### src/rtl/cmt_pkg.sv
package cmt_pkg;
  localparam int CNT_W  = 16;
  localparam int DATA_W = 16;
  localparam int ADDR_W = 3;
  localparam int NUM_CH = 3;

  typedef enum logic [1:0] {
    ACT_NONE   = 2'b00,
    ACT_LOW    = 2'b01,
    ACT_HIGH   = 2'b10,
    ACT_TOGGLE = 2'b11
  } act_e;

  localparam logic [ADDR_W-1:0] AD_CTRL = 3'd0;
  localparam logic [ADDR_W-1:0] AD_CLR  = 3'd1;
  localparam logic [ADDR_W-1:0] AD_ACT  = 3'd2;
  localparam logic [ADDR_W-1:0] AD_PIN  = 3'd3;
  localparam logic [ADDR_W-1:0] AD_FLAG = 3'd4;
  localparam logic [ADDR_W-1:0] AD_CMP0 = 3'd5;

  localparam logic [2:0] CLR_ON_A = 3'b001;
endpackage

### src/rtl/cmt_regs.sv
module cmt_regs
  import cmt_pkg::*;
#(
  parameter int CW = CNT_W,
  parameter int NC = NUM_CH
) (
  input  logic                      clk,
  input  logic                      rst_n,
  input  logic                      wr_en,
  input  logic [ADDR_W-1:0]         wr_addr,
  input  logic [DATA_W-1:0]         wr_data,
  input  logic                      hit_a_i,
  output logic                      run_o,
  output logic                      clr_on_a_o,
  output logic [NC-1:0][1:0]        act_o,
  output logic [NC-1:0]             init_o,
  output logic [NC-1:0]             drv_o,
  output logic [NC-1:0][CW-1:0]     cmp_o,
  output logic [NC-1:0]             flag_clr_o,
  output logic                      load_o,
  output logic                      primed_o
);
  localparam int DIS_LSB = 4;

  logic run_q, run_n, keep_q, keep_n, prime_q, prime_n;
  logic [2:0] clr_q, clr_n;
  logic [NC-1:0][1:0] act_q, act_n;
  logic [NC-1:0] init_q, init_n, dis_q, dis_n;
  logic [NC-1:0][CW-1:0] cmp_q, cmp_n;
  logic wr_ctrl, load;

  assign wr_ctrl = wr_en && (wr_addr == AD_CTRL);
  assign load    = wr_ctrl && wr_data[0] && !run_q && (prime_q || wr_data[2]);

  always_comb begin
    run_n   = run_q;
    keep_n  = keep_q;
    prime_n = prime_q;
    clr_n   = clr_q;
    act_n   = act_q;
    init_n  = init_q;
    dis_n   = dis_q;
    cmp_n   = cmp_q;
    if (hit_a_i && !keep_q) run_n = 1'b0;
    if (wr_ctrl) begin
      run_n  = wr_data[0];
      keep_n = wr_data[1];
      if (wr_data[2]) prime_n = 1'b1;
    end
    if (load) prime_n = 1'b0;
    if (wr_en && wr_addr == AD_CLR) clr_n = wr_data[2:0];
    if (wr_en && wr_addr == AD_PIN) begin
      init_n = wr_data[NC-1:0];
      dis_n  = wr_data[DIS_LSB +: NC];
    end
    for (int k = 0; k < NC; k++) begin
      if (wr_en && wr_addr == AD_ACT) act_n[k] = wr_data[4*k +: 2];
      if (wr_en && wr_addr == AD_CMP0 + ADDR_W'(k)) cmp_n[k] = wr_data[CW-1:0];
    end
  end

  always_ff @(posedge clk or negedge rst_n) begin
    if (!rst_n) begin
      run_q   <= 1'b0;
      keep_q  <= 1'b0;
      prime_q <= 1'b1;
      clr_q   <= '0;
      act_q   <= '0;
      init_q  <= '0;
      dis_q   <= '0;
      cmp_q   <= '1;
    end else begin
      run_q   <= run_n;
      keep_q  <= keep_n;
      prime_q <= prime_n;
      clr_q   <= clr_n;
      act_q   <= act_n;
      init_q  <= init_n;
      dis_q   <= dis_n;
      cmp_q   <= cmp_n;
    end
  end

  genvar g;
  generate
    for (g = 0; g < NC; g++) begin : g_fclr
      assign flag_clr_o[g] = wr_en && (wr_addr == AD_FLAG) && !wr_data[g];
    end
  endgenerate

  assign run_o      = run_q;
  assign clr_on_a_o = (clr_q == CLR_ON_A);
  assign act_o      = act_q;
  assign init_o     = init_q;
  assign drv_o      = ~dis_q;
  assign cmp_o      = cmp_q;
  assign load_o     = load;
  assign primed_o   = prime_q;


  stop_on_match_chk: assert property (@(posedge clk) disable iff (!rst_n)
    (hit_a_i && !keep_q && !wr_ctrl) |=> !run_q);

  prime_end_chk: assert property (@(posedge clk) disable iff (!rst_n)
    load |=> (!prime_q && run_q));
endmodule

### src/rtl/cmt_counter.sv
module cmt_counter
  import cmt_pkg::*;
#(
  parameter int CW = CNT_W,
  parameter int NC = NUM_CH
) (
  input  logic                  clk,
  input  logic                  rst_n,
  input  logic                  adv_i,
  input  logic                  clr_on_a_i,
  input  logic [NC-1:0][CW-1:0] cmp_i,
  output logic [CW-1:0]         cnt_o,
  output logic [NC-1:0]         hit_o
);
  logic [CW-1:0] cnt_q, cnt_n;
  logic [NC-1:0] hit;

  genvar g;
  generate
    for (g = 0; g < NC; g++) begin : g_cmp
      assign hit[g] = adv_i && (cnt_q == cmp_i[g]);
    end
  endgenerate

  always_comb begin
    cnt_n = cnt_q;
    if (adv_i) cnt_n = (clr_on_a_i && hit[0]) ? '0 : cnt_q + 1'b1;
  end

  always_ff @(posedge clk or negedge rst_n) begin
    if (!rst_n) cnt_q <= '0;
    else        cnt_q <= cnt_n;
  end

  assign cnt_o = cnt_q;
  assign hit_o = hit;


  cnt_hold_chk: assert property (@(posedge clk) disable iff (!rst_n)
    !adv_i |=> $stable(cnt_q));

  cnt_step_chk: assert property (@(posedge clk) disable iff (!rst_n)
    (adv_i && !(clr_on_a_i && hit[0])) |=> (cnt_q == CW'($past(cnt_q) + 1'b1)));

  period_clr_chk: assert property (@(posedge clk) disable iff (!rst_n)
    (adv_i && clr_on_a_i && hit[0]) |=> (cnt_q == '0));
endmodule

### src/rtl/cmt_out_ch.sv
module cmt_out_ch
  import cmt_pkg::*;
(
  input  logic clk,
  input  logic rst_n,
  input  logic hit_i,
  input  act_e act_i,
  input  logic load_i,
  input  logic init_i,
  input  logic clr_i,
  output logic lvl_o,
  output logic flag_o
);
  logic lvl_q, lvl_n, flag_q, flag_n;

  always_comb begin
    lvl_n = lvl_q;
    if (load_i) lvl_n = init_i;
    else if (hit_i) begin
      case (act_i)
        ACT_LOW:    lvl_n = 1'b0;
        ACT_HIGH:   lvl_n = 1'b1;
        ACT_TOGGLE: lvl_n = !lvl_q;
        default:    lvl_n = lvl_q;
      endcase
    end
    flag_n = (flag_q && !clr_i) || hit_i;
  end

  always_ff @(posedge clk or negedge rst_n) begin
    if (!rst_n) begin
      lvl_q  <= 1'b0;
      flag_q <= 1'b0;
    end else begin
      lvl_q  <= lvl_n;
      flag_q <= flag_n;
    end
  end

  assign lvl_o  = lvl_q;
  assign flag_o = flag_q;


  flag_sticky_chk: assert property (@(posedge clk) disable iff (!rst_n)
    (flag_q && !clr_i) |=> flag_q);

  flag_set_chk: assert property (@(posedge clk) disable iff (!rst_n)
    hit_i |=> flag_q);

  toggle_chk: assert property (@(posedge clk) disable iff (!rst_n)
    (hit_i && act_i == ACT_TOGGLE && !load_i) |=> (lvl_q != $past(lvl_q)));

  lvl_hold_chk: assert property (@(posedge clk) disable iff (!rst_n)
    (!hit_i && !load_i) |=> $stable(lvl_q));
endmodule

### src/rtl/cmp_timer.sv
module cmp_timer
  import cmt_pkg::*;
#(
  parameter int CW = CNT_W,
  parameter int NC = NUM_CH
) (
  input  logic              clk,
  input  logic              rst_n,
  input  logic              tick_en,
  input  logic              wr_en,
  input  logic [ADDR_W-1:0] wr_addr,
  input  logic [DATA_W-1:0] wr_data,
  output logic [CW-1:0]     count_o,
  output logic [NC-1:0]     flag_o,
  output logic [NC-1:0]     pin_lvl_o,
  output logic [NC-1:0]     pin_drv_o
);
  logic sync1_q, rst_s_n;

  always_ff @(posedge clk or negedge rst_n) begin
    if (!rst_n) begin
      sync1_q <= 1'b0;
      rst_s_n <= 1'b0;
    end else begin
      sync1_q <= 1'b1;
      rst_s_n <= sync1_q;
    end
  end

  logic run, clr_on_a, load, primed, adv;
  logic [NC-1:0][1:0] act;
  logic [NC-1:0] init, drv, fclr, hit, lvl;
  logic [NC-1:0][CW-1:0] cmp;

  assign adv = tick_en && run;

  cmt_regs #(.CW(CW), .NC(NC)) regs_i (
    .clk(clk), .rst_n(rst_s_n), .wr_en(wr_en), .wr_addr(wr_addr),
    .wr_data(wr_data), .hit_a_i(hit[0]), .run_o(run),
    .clr_on_a_o(clr_on_a), .act_o(act), .init_o(init), .drv_o(drv),
    .cmp_o(cmp), .flag_clr_o(fclr), .load_o(load), .primed_o(primed)
  );

  cmt_counter #(.CW(CW), .NC(NC)) cnt_i (
    .clk(clk), .rst_n(rst_s_n), .adv_i(adv), .clr_on_a_i(clr_on_a),
    .cmp_i(cmp), .cnt_o(count_o), .hit_o(hit)
  );

  genvar g;
  generate
    for (g = 0; g < NC; g++) begin : g_ch
      cmt_out_ch ch_i (
        .clk(clk), .rst_n(rst_s_n), .hit_i(hit[g]), .act_i(act_e'(act[g])),
        .load_i(load), .init_i(init[g]), .clr_i(fclr[g]),
        .lvl_o(lvl[g]), .flag_o(flag_o[g])
      );
      assign pin_lvl_o[g] = primed ? init[g] : lvl[g];
    end
  endgenerate

  assign pin_drv_o = drv;


  frozen_chk: assert property (@(posedge clk) disable iff (!rst_s_n)
    (!run && !wr_en) |=> ($stable(count_o) && $stable(pin_lvl_o)));
endmodule

### config.mk
export PLATFORM = sky130hd
export DESIGN_NAME = cmp_timer
export DESIGN_NICKNAME = d
export VERILOG_FILES = /design/src/rtl/cmt_pkg.sv /design/src/rtl/cmt_regs.sv /design/src/rtl/cmt_counter.sv /design/src/rtl/cmt_out_ch.sv /design/src/rtl/cmp_timer.sv
export SDC_FILE = /design/constraint.sdc
export NUM_CORES = 1
export LEC_CHECK = 0
export ABC_AREA = 1
export BUFFER_PORTS_ARGS = -buffer_cell sky130_fd_sc_hd__buf_2
export CORE_MARGIN = 2
export CORE_UTILIZATION = 45
export DETAILED_ROUTE_END_ITERATION = 12
export PLACE_DENSITY = 0.78
export REMOVE_ABC_BUFFERS = 1
export SYNTH_ARGS = -nofsm -noshare
export SYNTH_HDL_FRONTEND = slang
export SYNTH_SLANG_ARGS = --single-unit
### constraint.sdc
create_clock -name clk -period 2.6 [get_ports clk]
set_input_delay 0.26 -clock clk [delete_from_list [all_inputs] [get_ports clk]]
set_output_delay 0.26 -clock clk [all_outputs]
set_load 0.01 [all_outputs]
==> impl_metrics.yaml, run 1 <==
yosys:
  yosys-top-cells-count: "236 x nand2_1, 89 x inv_1, 82 x o21ai_0"
  avgSynthCellArea_um2: 7.27
  synth.distinct_cells: 34
  seq_area_frac_synth_pct: 44.7
  netlist_instances: 712
  synth_seq_cells: 90
  synth.cell_area_um2: 5180
  synth_ff_type: "dfstp_2"
  synth_edf_count: 0
  ys_warn_count: 0
  yosysMostFrequentCell: "nand2_1"
  yosys-top-cells-area: "dfstp_2 25%, dfrtp_1 20%, nand2_1 17%"
  yosysTopAreaCell: "dfstp_2"
  netlist.area_leader.share_pct: 24.9
  synthArstFlopShare_pct: 100
place:
  place_inst: 883
  io_buffers: 47
  dp_hpwl_um: 10600
  dp_worst_setup_slack_ps: 563
  gp_congestion: 0.975
setup_path:
  path_class: "reg2reg"
  path_max_fanout: 12
  endpoint_kind: "flop"
  cp_data_required_time_ps: 2810
  critical_path_arrival_ps: 2310
  cpPeakStageDelay_ps: 590
  cp.depth: 9
  path_buf_inv: 2
  crit_top_cell: "nand2_1"
  critical_path.slowest_cell: "dfrtp_1"
  startpoint_type: "flop"
  r2r_cells: 9
  crit_family: "simple AND/OR/NAND/NOR gates"
  crit_chain: "inv_2 > nand2_1 > nand2_1 > nor2_1 > inv_1 > nor2_2 > nand3_2 > nor2_4 > o21ai_0"
cts:
  cts_resized: 0
  clkSlewWorstSetupHoldPaths_ps: 60
  htreeDepth: 3
  numCtsBuffers: 9
  clockRootBuffer: "clkbuf_16"
  cts_tree: "done"
  clockBufferDepth: 2
  clock_sinks: 90
  cts_setup_buffers: 0
  clk_latency_ps: 350
drt:
  drtIter0Drc: 386
  via_per_inst: 5.11
  antenna_left: 0
  post_drt_wl_per_cell_um: 15.6
  drt-pass1-iter-count: 5
  routed_wl_um: 14000
  vias: 4599
  drc: 0
global_route:
  grt_pass1_vias: 4279
  grtUsageTotal_pct: 23.4
  grt_pass1_wl_um: 22700
  grt_max_degree: 76
  antenna_found_initial: 0
  overflow: 0
floorplan:
  pin_count: 48
  die_x_um: 111
  die-height_um: 111
  initial_core_util_pct: 45.7
  die_area_um2: 12400
  placementRows: 39
  coreArea_um2: 11300
power_and_ir_drop:
  comb_power_share_pct: 27.4
  netSwitchingFraction_pct: 35.6
  power.density_nw_per_um2: 826
  finalPower_mw: 4.79
  p_int_mw: 3.09
  p_clk_share_pct: 28.5
  pwr-share-seq_pct: 44.1
  p_switching_mw: 1.70
  peakVddDrop_mv: 0.445
  p_leak_nw: 2.90
timing:
  slew_headroom_pct: 35.9
  max_freq_mhz: 476
  setup_viol: 0
  rsz0062_at_grt: "false"
  period_minus_slack_ps: 2100
  hold_slack_ps: 137
  hold_viol: 0
  report.final.slew_viol_count: 0
  worst_pin_slew_ps: 961
  finalCritPeriodShare_pct: 80.8
  finClkSkew_ps: 3.79
  fin_ws_ps: 500
outcome:
  status: "finished clean"
flow_run:
  cap_violations: 0
finish:
  num_antenna_cells: 0
  nets: 780
  areaGrowthSynthToFinish_pct: 12.0
  utilization_pct: 51.2
  fin_cells: 900
  drive_gt1_share_pct: 20.7
hold_path:
  hold_depth: 3
  worstHoldPathType: "in2reg"
[cell type report]
type,count,area [um^2]
Fill cell,1145,5520
Multi-Input combinational cell,498,2330
Sequential cell,90,2320
Inverter,99,377
Timing Repair Buffer,54,290
Clock buffer,14,274
Tap cell,143,179
Clock inverter,2,35.0
[what timing repair did]
action / in CTS / in global routing
hold endpoints to repair: 2 / 0
setup endpoints to repair: 0 / 0
hold buffers: 1 / 0
[final timing paths]
| check | from | to | slack (ps) |
|---|---|---|---|
| min reg2reg | sync1_q | rst_s_n | 350 |
| max | cnt_i.cnt_o[1] | cnt_i.cnt_o[1] | 500 |
| min | wr_data[9] | regs_i.cmp_o[41] | 140 |
| max in group asynchronous | rst_s_n | regs_i.cmp_o[15] | 1330 |
| max reg2reg | cnt_i.cnt_o[1] | cnt_i.cnt_o[1] | 500 |
| min in group asynchronous | rst_n | rst_s_n | 220 |
[stage by stage]
stage	TNS (ps)	cell area (um^2)
after floorplan	-265	5010
after global placement	0	5480
after detailed placement	0	5480
after CTS	0	5800
after global routing	0	5800
final	0	5800
[tightest hold or removal path, delay by kind of cell]
family / cells / cell delay, ps
buf+inv: 1 / 80
simple gates: 1 / 40
compound gates: 1 / 60
[per-layer routing]
layer / vias to the layer above / track usage [%] / wire (um) / part of all wire, %
met5: - / 0 / 0 / 0
met4: 0 / 8.07 / 263 / 1.9
met3: 17 / 3.66 / 951 / 6.8
met2: 137 / 35.5 / 6300 / 45
met1: 2175 / 34.2 / 6500 / 46
li1: 2270 / - / - / -
[power by group through the flow]
stage | Combinational (mW) | Clock [mW] | Sequential, mW
floorplan | 0.910 | 0 | 2.04
global placement | 1.28 | 0 | 2.11
detailed placement | 1.29 | 0 | 2.13
CTS | 1.30 | 1.39 | 2.11
global route | 1.49 | 1.44 | 2.16
finish | 1.31 | 1.37 | 2.11
[cells by family after synthesis]
kind of cell               after synthesis  synth area share, %
DFF                                     90                 44.7
buffers and inverters                  124                 10.5
AOI/OAI and AO/OA                       92                 8.99
xor gates and xnor gates                23                 3.89
other                                    1               0.0724
adders and majority gates                5                 1.21
and+or+nand+nor                        377                 30.7
[layout by cell type (no fill, tap or decap), types with 9 or more instances in the layout]
| cell type | count |
|---|---|
| xor2_1 | 9 |
| inv_1 | 89 |
| nor2_1 | 71 |
| dfstp_2 | 49 |
| o21ai_0 | 82 |
| nand2_1 | 236 |
| nor2_2 | 13 |
| xnor2_1 | 14 |
| nand3_1 | 22 |
| buf_2 | 47 |
| dfrtp_1 | 40 |
| inv_2 | 9 |
| nand4_1 | 13 |
| clkbuf_16 | 9 |
[flip-flops by register name, indices dropped and copies added, names as in the netlist]
| register | count |
|---|---|
| cnt_i.cnt_o | 16 |
| rst_s_n | 1 |
| regs_i.cmp_o | 48 |
| regs_i.dis_q | 3 |
| regs_i.act_o | 6 |
| regs_i.run_o | 1 |
| regs_i.primed_o | 1 |
| regs_i.keep_q | 1 |
| g_ch.ch_i.flag_o | 3 |
| g_ch.ch_i.lvl_o | 3 |
| regs_i.clr_q | 3 |
| regs_i.init_o | 3 |
| sync1_q | 1 |
Note: power is estimated with default switching activity, not from simulation.
==> inputs of run 2 (changes only) <==
Settings changed: ABC_AREA 1 to 0.
Clock period 2.6 ns to 1.9 ns, I/O delays scaled along.
==> run 2 against run 1 <==
  * Routed wire length fell by 28%
  * Clock skew rose by 7.2 ps
  * Sequential share of layout area rose by 4.6 points
  * Synthesized area fell by 13%
  * Global-route usage fell by 4.0 points
  * Worst hold slack got worse by 39 ps
  * Critical endpoint is now cnt_i.cnt_o[11]
  * Largest cell class is now flip-flops and latches
  * Largest power group unchanged
==> impl_metrics.yaml, run 2 <==
outcome:
  status: "finished clean"
yosys:
  netlist_instances: 379
  seq_area_frac_synth_pct: 51.1
  netlist.area_leader.share_pct: 28.5
  yosysTopAreaCell: "dfstp_2"
  yosys-top-cells-count: "66 x mux2_2, 49 x dfstp_2, 41 x dfrtp_1"
  synth.distinct_cells: 39
  avgSynthCellArea_um2: 11.9
  synthArstFlopShare_pct: 100
  synth_edf_count: 0
  yosysMostFrequentCell: "mux2_2"
  synth_seq_cells: 90
  synth.cell_area_um2: 4520
  yosys-top-cells-area: "dfstp_2 28%, dfrtp_1 23%, mux2_2 16%"
  ys_warn_count: 0
  synth_ff_type: "dfstp_2"
finish:
  areaGrowthSynthToFinish_pct: 15.1
  nets: 466
  drive_gt1_share_pct: 48.5
  num_antenna_cells: 0
  n_fill_cell: 865
  largest_register_ffs: 48
  final_common_cell: "mux2_2"
  most-common-layout-cells: "66 x mux2_2, 49 x dfstp_2, 47 x buf_2, 40 x dfrtp_1, 34 x xnor2_1"
power_and_ir_drop:
  p_leak_nw: 2.27
  peakVddDrop_mv: 0.348
  power.density_nw_per_um2: 1010
timing:
  hold_viol: 0
  finClkSkew_ps: 11.0
  setup_viol: 0
  finalCritPeriodShare_pct: 95.8
  max_freq_mhz: 549
  period_minus_slack_ps: 1820
  tns_ps: 0
  fin_ws_ps: 79.1
  report.final.slew_viol_count: 0
cts:
  clkSlewWorstSetupHoldPaths_ps: 80
  htreeDepth: 3
  numCtsBuffers: 9
  cts_setup_buffers: 0
  clock_sinks: 90
  clockRootBuffer: "clkbuf_8"
  clk_latency_ps: 360
  cts_tree: "done"
  clockBufferDepth: 2
drt:
  drt-pass1-iter-count: 5
  vias: 3045
  routed_wl_um: 10100
  post_drt_wl_per_cell_um: 17.6
  antenna_left: 0
  via_per_inst: 5.29
  drtIter0Drc: 185
  drc: 0
hold_path:
  worstHoldPathType: "in2reg"
global_route:
  grt_pass1_vias: 3151
  antenna_found_initial: 0
  grt_pass1_wl_um: 16300
  overflow: 0
  grtUsageTotal_pct: 19.4
  grt_max_degree: 35
setup_path:
  critical_path_arrival_ps: 2060
  endpoint_kind: "flop"
  path_class: "reg2reg"
  cp_data_required_time_ps: 2140
  startpoint_type: "flop"
  path_max_fanout: 13
flow_run:
  cap_violations: 0
place:
  gp_congestion: 0.900
  io_buffers: 47
  dp_hpwl_um: 7410
  dp_worst_setup_slack_ps: -23.6
floorplan:
  pin_count: 48
  die-height_um: 104
  initial_core_util_pct: 46.3
  die_x_um: 104
  coreArea_um2: 9770
  die_area_um2: 10900
  placementRows: 36
-- run 2: cell types whose count changed in the layout (fill, tap and decap cells not counted), sizes merged, moves of 17 or more --
cell   delta
xnor2    +22
nand2   -220
buf      +22
mux2     +66
o21ai    -71
nor2     -62
inv      -89
xor2     +17
-- run 2: critical path, cell delays in order (launching register included) --
cell     delay [ps]
dfstp_2         560
xor2_1           70
nor4_2          390
nand2_2         160
nor3_4          290
buf_12          170
nor2_1           50
-- run 2: final timing paths --
| kind | slack [ps] | depth (start not counted) | to | startpoint |
|---|---|---|---|---|
| max in group asynchronous | 1060 | 1 | regs_i.primed_o | rst_s_n |
| min in group asynchronous | 140 | 2 | rst_s_n | rst_n |
| worst min-delay path | 100 | 2 | regs_i.cmp_o[14] | wr_data[14] |
| worst min register to register | 220 | 0 | g_ch[1].ch_i.flag_o | rst_s_n |
| worst max register to register | 80 | 6 | cnt_i.cnt_o[11] | regs_i.cmp_o[4] |
| worst max-delay path | 80 | 6 | cnt_i.cnt_o[11] | regs_i.cmp_o[4] |
-- run 2: logic make-up (layout without fill, tap and decap cells) --
kind of cell               count (synthesis)  count (layout)  share of synthesized area, %
DFF                                       90              90                          51.1
buffers and inverters                     36             100                          4.40
xor gates and xnor gates                  62              62                          12.0
adders and majority gates                  5               5                          1.38
other                                      1               1                        0.0829
and+or+nand+nor                           96              96                          11.5
AOI/OAI and AO/OA                         23              23                          3.10
muxes                                     66              66                          16.4
-- run 2: layout make-up --
class                      instances  area (um^2)  share of cell area [%]
sequential                        90         2320                    44.5
multi-input combinational        253         2050                    39.3
timing repair buffer              76          480                    9.23
tap                              133          166                    3.20
clock buffer                      13          149                    2.86
inverter                           8         30.0                   0.577
clock inverter                     3         16.3                   0.313
-- run 2: layer usage --
metal,share of wire (%),global-route usage [%],up-vias,wire [um]
li1,-,-,1410,-
met3,4.7,4.45,7,477
met5,0,0,-,0
met4,0.73,6.08,0,74
met1,44,25.0,1554,4450
met2,51,32.6,74,5150
-- run 2: per-stage QoR --
step | cells | area [um^2] | hold WS [ps] | power [mW] | util [%]
floorplan | 351 | 4350 | -106 | 3.59 | -
global placement | 559 | 4990 | -25.1 | 4.02 | 51.1
detailed placement | 559 | 4990 | -23.0 | 4.08 | 51.1
CTS | 576 | 5180 | 81.9 | 5.25 | 53.0
global route | 576 | 5200 | 86.4 | 5.54 | 53.3
finish | 576 | 5200 | 97.7 | 5.26 | 53.3
-- run 2: what timing repair did --
action,CTS,global route
resized for setup,1,5
endpoints found under the hold margin,2,0
hold buffers,1,0
setup endpoints to repair,1,17
pin swaps,0,1
-- run 2: report_power, final --
| group | leakage (nW) | switching [mW] | internal (mW) |
|---|---|---|---|
| clock network | 0.0877 | 0.649 | 0.510 |
| logic | 1.15 | 0.655 | 0.695 |
| registers | 1.04 | 0.290 | 2.46 |
==> inputs of run 3 (changes only) <==
Settings changed: REMOVE_ABC_BUFFERS 1 to default.
==> run 3 against run 2 <==
  * Global-route usage is 0.46 points higher
  * Power is 7.5% higher
  * Die area stayed put
  * Clock power is 34% higher
  * Worst hold slack worse by 6.8 ps
  * Via count is 3.3% higher
  * Sequential power hardly changed
  * Routed wire length is 1.7% higher
  * First-iteration DRC count is 22% lower
  * Fmax is 3.1% lower
  * Sequential share of layout area is 0.64 points lower
  * Core utilization is 0.78 points higher
  * Critical endpoint is now cnt_i.cnt_o[6]
==> impl_metrics.yaml, run 3 (synthesized netlist as in run 2, its figures left out) <==
outcome:
  status: "finished clean"
setup_path:
  regToRegStartpoint: "regs_i.cmp_o[1]"
  startpoint_type: "flop"
  path_max_fanout: 11
  crit_chain: "xor2_1 > nor4_2 > nand3_1 > nor3_4 > buf_12 > nor2_1"
  endpoint_kind: "flop"
  critical_path.slowest_cell: "dfstp_2"
  path_buf_inv: 1
  cp_data_required_time_ps: 2140
  regToRegSetupSlack_ps: 20
  timing.rr.end: "cnt_i.cnt_o[6]"
  cpPeakStageDelay_ps: 540
  r2r_cells: 6
  critical_path_arrival_ps: 2120
  crit_family: "simple AND/OR/NAND/NOR gates"
  path_class: "reg2reg"
finish:
  seq_area_um2: 2320
  multiInputGateArea_um2: 2030
  num_antenna_cells: 0
  largest_register_ffs: 48
  areaGrowthSynthToFinish_pct: 16.8
  drive_gt1_share_pct: 49.0
  design_area_um2: 5280
  most-common-layout-cells: "66 x mux2_2, 49 x dfstp_2, 47 x buf_2, 40 x dfrtp_1, 36 x xnor2_1"
  n_fill_cell: 811
  fin_cells: 578
  nets: 468
  final_common_cell: "mux2_2"
floorplan:
  placementRows: 36
  die_area_um2: 10900
  pin_count: 48
  die-height_um: 104
  die_x_um: 104
  coreArea_um2: 9770
  initial_core_util_pct: 46.3
place:
  dp_hpwl_um: 7530
  place_inst: 559
  place_area_um2: 4990
  io_buffers: 47
  gp_congestion: 0.919
timing:
  finalCritPeriodShare_pct: 98.9
  rsz0062_at_grt: "true"
  finClkSkew_ps: 13.1
  setup_viol: 0
  report.final.slew_viol_count: 0
  hold_viol: 0
  period_minus_slack_ps: 1880
  max_freq_mhz: 532
global_route:
  antenna_found_initial: 0
  grt_pass1_wl_um: 16800
  overflow: 0
  grt_pass1_vias: 3238
  grt_max_degree: 33
  grtUsageTotal_pct: 19.9
power_and_ir_drop:
  peakVddDrop_mv: 0.503
  power.density_nw_per_um2: 1070
  p_leak_nw: 2.31
cts:
  htreeDepth: 3
  clock_sinks: 90
  clockBufferDepth: 2
  clkSlewWorstSetupHoldPaths_ps: 90
  numCtsBuffers: 9
  clk_latency_ps: 360
  clockRootBuffer: "clkbuf_8"
  cts_tree: "done"
drt:
  antenna_left: 0
  post_drt_wl_per_cell_um: 17.8
  vias: 3146
  via_per_inst: 5.44
  drt-pass1-iter-count: 4
  drc: 0
  drtIter0Drc: 145
  routed_wl_um: 10300
hold_path:
  hold_depth: 2
  worstHoldPathType: "in2reg"
  min-delay-start: "wr_data[10]"
  min_to: "regs_i.cmp_o[26]"
flow_run:
  cap_violations: 0
yosys:
  synth_nets: 407
==> run 3: changes by cell type in the layout (fill, tap and decap cells not counted), sizes merged <==
cell    delta
buf        +2
bufinv     +3
clkbuf     -4
clkinv     +2
inv        -1
==> run 3: layout make-up <==
| cell class | count | area share [%] |
|---|---|---|
| clock buffer | 9 | 2.35 |
| clock inverter | 7 | 2.23 |
| inverter | 8 | 0.569 |
| multi-input combinational | 253 | 38.5 |
| sequential | 90 | 43.9 |
| tap | 133 | 3.15 |
| timing repair buffer | 78 | 9.38 |
==> run 3: metal layers <==
metal | wire, um | vias to the layer above | global-route usage (%)
met5 | 0 | - | 0
met4 | 229 | 0 | 7.63
met3 | 726 | 19 | 3.20
met2 | 5040 | 106 | 32.6
met1 | 4320 | 1601 | 26.5
li1 | - | 1420 | -
==> run 3: report_power, final <==
group | internal, mW | total, mW | leakage, nW | switching, mW
Sequential | 2.46 | 2.76 | 1.04 | 0.303
Clock | 0.874 | 1.56 | 0.123 | 0.689
Combinational | 0.684 | 1.33 | 1.15 | 0.645
Total | 4.02 | 5.65 | 2.31 | 1.64
==> run 3: per-stage QoR <==
stage / hold WS [ps] / power, mW / utilization, % / TNS (ps) / setup WS [ps]
after floorplan: -106 / 3.67 / - / 0 / 123
after global placement: -24.0 / 4.01 / 51.1 / 0 / 132
after detailed placement: -21.8 / 4.08 / 51.1 / -4.15 / -4.15
after CTS: 82.8 / 5.65 / 53.7 / 0 / 14.2
after global routing: 94.3 / 5.93 / 54.0 / -738 / -71.4
final: 90.9 / 5.65 / 54.0 / 0 / 21.1
==> run 3: worst register-to-register path, cell delays in order (launching register included) <==
cell	delay [ps]
dfstp_2	540
xor2_1	80
nor4_2	330
nand3_1	230
nor3_4	360
buf_12	170
nor2_1	50
==> run 3: worst max-delay path by stage <==
stage / from / to / slack [ps] / cells after the start
finish: regs_i.cmp_o[1] / cnt_i.cnt_o[6] / 20 / 6
global placement: regs_i.cmp_o[1] / cnt_i.cnt_o[9] / 130 / 6
detailed placement: regs_i.cmp_o[1] / cnt_i.cnt_o[13] / -4 / 6
global route: regs_i.cmp_o[1] / cnt_i.cnt_o[9] / -70 / 6
floorplan: cnt_i.cnt_o[1] / cnt_i.cnt_o[9] / 120 / 7
CTS: regs_i.cmp_o[1] / cnt_i.cnt_o[13] / 10 / 6
==> run 3: what timing repair did <==
action                                  4_1_cts  5_1_grt
gates cloned                                  0        0
setup buffers                                 0        2
hold endpoints to repair                      2        0
pin swaps                                     1        2
hold buffers                                  1        0
gates resized for setup                       0        4
endpoints found under the setup margin       12       14
